===== config.mk =====
export PLATFORM = sky130hd
export DESIGN_NAME = int_status_ctl
export DESIGN_NICKNAME = d
export VERILOG_FILES = /design/src/rtl/int_stat_pkg.sv /design/src/rtl/int_en_reg.sv /design/src/rtl/int_stat_bits.sv /design/src/rtl/int_irq_gen.sv /design/src/rtl/int_status_ctl.sv
export SDC_FILE = /design/constraint.sdc
export NUM_CORES = 1
export LEC_CHECK = 0
export BUFFER_PORTS_ARGS = -buffer_cell sky130_fd_sc_hd__buf_2
export CORE_UTILIZATION = 30
export DETAILED_ROUTE_END_ITERATION = 8
export PLACE_DENSITY_LB_ADDON = 0.08
export SYNTH_ARGS = -nofsm -noshare
export SYNTH_HDL_FRONTEND = slang
export SYNTH_SLANG_ARGS = --single-unit

===== constraint.sdc =====
create_clock -name clk_i -period 3.15 [get_ports clk_i]
set_input_delay 0.63 -clock clk_i [delete_from_list [all_inputs] [get_ports clk_i]]
set_output_delay 0.63 -clock clk_i [all_outputs]
set_load 0.05 [all_outputs]

===== src/rtl/int_stat_pkg.sv =====
package int_stat_pkg;
  localparam int ADDR_W = 2;

  typedef enum logic [ADDR_W-1:0] {
    REG_STAT = 2'd0,
    REG_LEN  = 2'd1,
    REG_SEN  = 2'd2,
    REG_NONE = 2'd3
  } reg_sel_e;
endpackage


===== src/rtl/int_en_reg.sv =====
module int_en_reg #(
  parameter int W = 32
) (
  input  logic         clk_i,
  input  logic         rst_ni,
  input  logic         we_i,
  input  logic [W-1:0] d_i,
  output logic [W-1:0] q_o
);
  logic [W-1:0] q_q;

  always_ff @(posedge clk_i or negedge rst_ni) begin
    if (!rst_ni)   q_q <= '0;
    else if (we_i) q_q <= d_i;
  end

  assign q_o = q_q;

  p_hold_r7: assert property (@(posedge clk_i) disable iff (!rst_ni)
    !we_i |=> $stable(q_o));
  p_load_r7: assert property (@(posedge clk_i) disable iff (!rst_ni)
    we_i |=> (q_o == $past(d_i)));
endmodule


===== src/rtl/int_stat_bits.sv =====
module int_stat_bits #(
  parameter int W       = 32,
  parameter int SUM_BIT = 15
) (
  input  logic         clk_i,
  input  logic         rst_ni,
  input  logic [W-1:0] evt_i,
  input  logic [W-1:0] len_i,
  input  logic [W-1:0] clr_i,
  output logic [W-1:0] stat_o
);
  localparam logic [W-1:0] LIVE = ~({{(W-1){1'b0}}, 1'b1} << SUM_BIT);

  logic [W-1:0] set_v;
  logic [W-1:0] stat_q;

  assign set_v = evt_i & len_i & LIVE;

  for (genvar i = 0; i < W; i++) begin : g_bit
    if (i == SUM_BIT) begin : g_sum
      // summary position is derived elsewhere, never stored
      assign stat_q[i] = 1'b0;
    end else begin : g_cell
      always_ff @(posedge clk_i or negedge rst_ni) begin
        if (!rst_ni)       stat_q[i] <= 1'b0;
        else if (set_v[i]) stat_q[i] <= 1'b1; // event beats clear
        else if (clr_i[i]) stat_q[i] <= 1'b0;
      end
    end
  end

  assign stat_o = stat_q;

  p_evt_sets_r2: assert property (@(posedge clk_i) disable iff (!rst_ni)
    (|set_v) |=> ((stat_o & $past(set_v)) == $past(set_v)));
  p_no_spurious_r3: assert property (@(posedge clk_i) disable iff (!rst_ni)
    1'b1 |=> ((stat_o & ~$past(stat_o) & ~$past(set_v)) == '0));
  p_w1c_r4: assert property (@(posedge clk_i) disable iff (!rst_ni)
    (|(clr_i & ~set_v)) |=> ((stat_o & $past(clr_i & ~set_v)) == '0));
  p_evt_wins_r5: assert property (@(posedge clk_i) disable iff (!rst_ni)
    (|(clr_i & set_v)) |=> ((stat_o & $past(clr_i & set_v)) == $past(clr_i & set_v)));
endmodule


===== src/rtl/int_irq_gen.sv =====
module int_irq_gen #(
  parameter int W       = 32,
  parameter int SUM_BIT = 15
) (
  input  logic [W-1:0] stat_i,
  input  logic [W-1:0] sen_i,
  output logic [W-1:0] view_o,
  output logic         irq_o
);
  localparam int ERR_LO = SUM_BIT + 1;

  logic err_any;

  assign err_any = |stat_i[W-1:ERR_LO];

  always_comb begin
    view_o          = stat_i;
    view_o[SUM_BIT] = err_any;
  end

  assign irq_o = |(view_o & sen_i);

  always_comb begin
    if (irq_o) p_irq_src_r7: assert (stat_i != '0);
  end
endmodule


===== src/rtl/int_status_ctl.sv =====
module int_status_ctl
  import int_stat_pkg::*;
#(
  parameter int DATA_W  = 32,
  parameter int SUM_BIT = 15
) (
  input  logic              clk_i,
  input  logic              rst_ni,
  input  logic [DATA_W-1:0] evt_i,
  input  logic              wr_en_i,
  input  logic [ADDR_W-1:0] addr_i,
  input  logic [DATA_W-1:0] wdata_i,
  output logic [DATA_W-1:0] rdata_o,
  output logic              irq_o
);
  localparam int ERR_LO = SUM_BIT + 1;

  reg_sel_e          sel;
  logic              we_stat, we_len, we_sen;
  logic [DATA_W-1:0] clr_v, len_q, sen_q, stat_q, view;

  assign sel     = reg_sel_e'(addr_i);
  assign we_stat = wr_en_i && (sel == REG_STAT);
  assign we_len  = wr_en_i && (sel == REG_LEN);
  assign we_sen  = wr_en_i && (sel == REG_SEN);
  assign clr_v   = we_stat ? wdata_i : '0;

  int_en_reg #(.W(DATA_W)) u_len (
    .clk_i (clk_i), .rst_ni(rst_ni), .we_i(we_len), .d_i(wdata_i), .q_o(len_q)
  );

  int_en_reg #(.W(DATA_W)) u_sen (
    .clk_i (clk_i), .rst_ni(rst_ni), .we_i(we_sen), .d_i(wdata_i), .q_o(sen_q)
  );

  int_stat_bits #(.W(DATA_W), .SUM_BIT(SUM_BIT)) u_stat (
    .clk_i (clk_i), .rst_ni(rst_ni), .evt_i(evt_i), .len_i(len_q),
    .clr_i (clr_v), .stat_o(stat_q)
  );

  int_irq_gen #(.W(DATA_W), .SUM_BIT(SUM_BIT)) u_irq (
    .stat_i(stat_q), .sen_i(sen_q), .view_o(view), .irq_o(irq_o)
  );

  always_comb begin
    unique case (sel)
      REG_STAT: rdata_o = view;
      REG_LEN:  rdata_o = len_q;
      REG_SEN:  rdata_o = sen_q;
      default:  rdata_o = '0;
    endcase
  end

  p_sum_rise_r6: assert property (@(posedge clk_i) disable iff (!rst_ni)
    $rose(view[SUM_BIT]) |-> $past(|(evt_i[DATA_W-1:ERR_LO] & len_q[DATA_W-1:ERR_LO])));
  p_old_mask_r8: assert property (@(posedge clk_i) disable iff (!rst_ni)
    (we_len && (stat_q == '0) && ((evt_i & len_q) == '0)) |=> (stat_q == '0));
  p_dead_addr_r9: assert property (@(posedge clk_i) disable iff (!rst_ni)
    (wr_en_i && sel == REG_NONE) |=> ($stable(len_q) && $stable(sen_q)));
endmodule


# Word-level counts from Yosys, hierarchy flattened
# Cells that the tools add are included.
# word_totals
reg_bits	95
output_inout_bits	33
wordCells	138
input_bits	69
# classes
n_bitwise	2
n_reduce_logical	37
muxes	64
eq_ne	2
# ops
op	n
one-hot mux 32 bit (3 select lines)	1
bitwise AND 32 bit	2
2-to-1 mux 1 bit	62
nonzero test 2 bit	31
2-to-1 mux 32 bit	1
OR reduction 32 bit	1
OR reduction 16 bit	1
logical AND 1 bit	3
equality test 2 x 1 -> 1 bit (second input constant)	1
equality test 2 bit (second input constant)	1
zero test 2 bit	1

# Logic depth before layout (Yosys ltp)
# logic_depth
ltp_word	5
depth_mapped	6
depth_no_buf	4

# By module
# Synthesis repeated with hierarchy kept, for this count alone.
# unflattened
hier_cells	437
hier_area_um2	5366.4
# by_module_without_submodules
mod	n_inst	cells_each	seq_area_each_um2	area_each_um2
int_en_reg	2	68	800.8	1345.0
int_stat_bits	1	126	775.7	1291.2
int_status_ctl	1	116	0.0	960.9
int_irq_gen	1	59	0.0	424.2

# Least setup slack after synthesis
# OpenSTA, ideal clock, no wires.
# synth_timing
path_type	input-to-output
startpoint	input addr_i[0]
endpoint	output rdata_o[10]
required_ps	2520
slack_ps	219
cell_stages	4
arrival_ps	2301
n_path_buf	2
cell_sequence	buf_2 -> buf_2 -> mux2i_1 -> o21ai_0
# synth_via
elab_chain_cells	2
elab_cells_between_ends	4
cone_classes	eq/ne (2); mux (1); reduce/logical (1)
# synth_lines
item	line_no	source
start, declared	int_status_ctl.sv:11	input logic [ADDR_W-1:0] addr_i,
equality test 2 bit (tied with other cells)	int_status_ctl.sv:46	unique case (sel)
one-hot mux 32 bit (3 select lines) (*)	int_status_ctl.sv:46	
end, declared	int_status_ctl.sv:13	output logic [DATA_W-1:0] rdata_o,
# Mark *: on every way between the ends. The rest lies on a longest branch, timed or not.

# Worst setup path after layout
# layout_timing
startpoint	register u_stat.stat_q[20] (netlist: u_stat.stat_o[20])
endpoint	output irq_o
# layout_via
elab_chain_cells	3
# layout_lines
item	line_no	source
start, declared	int_stat_bits.sv:15	logic [W-1:0] stat_q;
start signal, assigned by index	int_stat_bits.sv:25	if (!rst_ni) stat_q[i] <= 1'b0;
start signal, assigned by index	int_stat_bits.sv:26	else if (set_v[i]) stat_q[i] <= 1'b1;
start signal, assigned by index	int_stat_bits.sv:27	else if (clr_i[i]) stat_q[i] <= 1'b0;
OR reduction 16 bit	int_irq_gen.sv:14	assign err_any = |stat_i[W-1:ERR_LO];
bitwise AND 32 bit (*)	int_irq_gen.sv:21	assign irq_o = |(view_o & sen_i);
OR reduction 32 bit (*)	int_irq_gen.sv:21	
end, declared	int_status_ctl.sv:14	output logic irq_o
# Marked as above.

==> metrics.cfg <==
[drt]
wire_per_inst_microns=19.3
first_pass_iters=6
vias_per_cell=5.03
antenna_left=0
wirelength_mm=12.6
drc=0
drtIter0Drc=163
vias=3307

[sta]
slew_viol_final=0
final.setup.tns_ns=0
worstMarginPinSlew_ns=0.595
max_freq_mhz=352
fin_hold_ws_ns=0.283
finalCriticalPeriod_ns=2.84
fin_worst_skew_ns=0.00444
worst_slack_ns=0.313
rsz0062_at_grt=false
period_share=0.901
timing.slew.headroom=0.604
setup_viol=0
hold_viol_final=0

[global_routing]
antenna_found_initial=1
overflow=0
track_usage=0.176
grt_max_degree=41
grt_pass1_vias=3346
grt_pass1_wl_mm=19.4

[critical_path]
cp_num_buf_inv=1
crit_slowest_cell=dfrtp_1
slowest_delay_ns=0.45
cp_max_fo=4
cp_cell_sequence=a22o_1 -> a221oi_2 -> nand4_1 -> a2111o_1 -> buf_2
crit_type=reg -> out
cp_top_family=compound AO/OA/AOI/OAI gates
endpoint_kind=output port
r2r_setup_slack_ns=2.33
cp_data_required_time_ns=2.52
arrival_ns=2.21
cp-start-kind=flip-flop

[die]
row_count=44
initial_core_util=0.307
die_w_microns=124
io_pins=102
dieArea_sq_mm=0.0153
core_sq_mm=0.0145
die_y_microns=124

[cts]
cts_sinks=95
cts.repair.resized=0
path_clk_slew_ns=0.07
postCtsSetupRepairBufs=0
cts_made_buffers=9
cts_tree=yes
hold_buffers=0
cts_buffer_depth=2
h-tree-depth=3
clock_latency_ns=0.34
root_buffer=clkbuf_16

[place]
hpwl_mm=8.57
gp_congestion=0.751
place_inst=639
pre_cts_ws_ns=0.503
port_buffers=100

[cells_and_area]
drive_gt1_frac=0.403
layoutNonFillerInstCount=657
final_nets=535
area_growth_pct=23.1
layout_commonest_cell=buf_2
layout.cells.most_common_list=buf_2 (99), dfrtp_1 (95), nand2_1 (63)

[yosys]
yosys.area.top_type_share=0.534
synth_nets=435
synth-seq-cells=95
synthCells=366
syn_area_sq_mm=0.00445
yosys.area.top_type=dfrtp_1
ys_seq_area_frac=0.534
syn_avg_cell_area_sq_um=12.2
synth_area_leaders=dfrtp_1 (53%), mux2_2 (15%), mux2i_1 (7.2%), a22o_1 (6.5%), nand2_1 (5.3%)
ys_warn_count=0
netlist-cell-type-count=19

[worst_hold_path]
hold_class=in -> async

[outcome]
status=completed

[pwr]
comb_power_share=0.238
seqPwrFrac=0.455
powerDensity_mw_per_mm2=657
vdd.ir_drop.worst_mv=0.287
p_leak_nw=2.51
p_clk_frac=0.306
p_total_w=0.00360
p_sw_frac=0.328
p_switching_w=0.00118
internal-power_w=0.00242

[run]
cap_violations=0

per-layer routing:
metal / share of wire / up-vias / GRT usage / wire length [microns]
met3: 0.060 / 7 / 0.0568 / 756
met2: 0.48 / 82 / 0.280 / 6010
li1: - / 1553 / - / -
met4: 0.0098 / 0 / 0.0422 / 124
met5: 0 / - / 0 / 0
met1: 0.45 / 1665 / 0.230 / 5750
cell usage after synthesis (all sizes together):
master  number
o21ai       32
a22o        34
buf         17
nor2b        1
nor4         4
a22oi        8
clkbuf       4
mux2        64
nand3b       2
nor3b        1
a221oi       3
a2111o       1
nand4        4
mux2i       32
dfrtp       95
nand2       63
a222oi       1
power by group through the flow:
stage / sequential [W] / clock, W / combinational [W]
finish: 0.00164 / 0.00110 / 0.000857
CTS: 0.00164 / 0.00113 / 0.000872
floorplan: 0.00159 / 0 / 0.000626
global placement: 0.00165 / 0 / 0.000858
global route: 0.00167 / 0.00119 / 0.000929
detailed placement: 0.00166 / 0 / 0.000871
stage by stage:
stage,cell area [sq um],utilization
4_1_cts,5470,0.378
6_report,5480,0.378
5_1_grt,5470,0.378
3_3_place_gp,5180,0.358
2_1_floorplan,4450,-
3_5_place_dp,5180,0.358
layout make-up:
type / instances / area, sq um
diodes: 2 / 5.00
clock buffers: 12 / 246
clock inverters: 4 / 45.0
fillers: 1481 / 9000
multi-input cells: 250 / 1980
flip-flops and latches: 95 / 2380
well taps: 184 / 230
repair buffers: 110 / 591
path summary, 6_finish.rpt:
path	depth (start not counted)	end	from
max	5	irq_o	u_stat.stat_o[20]
min	1	u_len.q_o[22]	rst_ni
max reg2reg	1	u_sen.q_o[18]	u_sen.q_o[18]
min reg2reg	1	u_stat.stat_o[10]	u_len.q_o[10]
max in group asynchronous	2	u_len.q_o[8]	rst_ni
min in group clk_i	1	u_stat.stat_o[10]	u_len.q_o[10]
cell families (layout without fill, tap and decap cells):
group,Yosys count,after routing,share of synthesized area
other,0,2,0
AO/OA/AOI/OAI,79,79,0.132
flip-flops,95,95,0.534
multiplexers,96,96,0.234
AND/OR/NAND/NOR,75,75,0.0776
buffers and inverters,21,126,0.0225
state kept, by name (all words and copies together), names as in the netlist:
signal,count
u_sen.q_o,32
u_stat.stat_o,31
u_len.q_o,32
No activity file was read; power rests on OpenSTA's default activity.
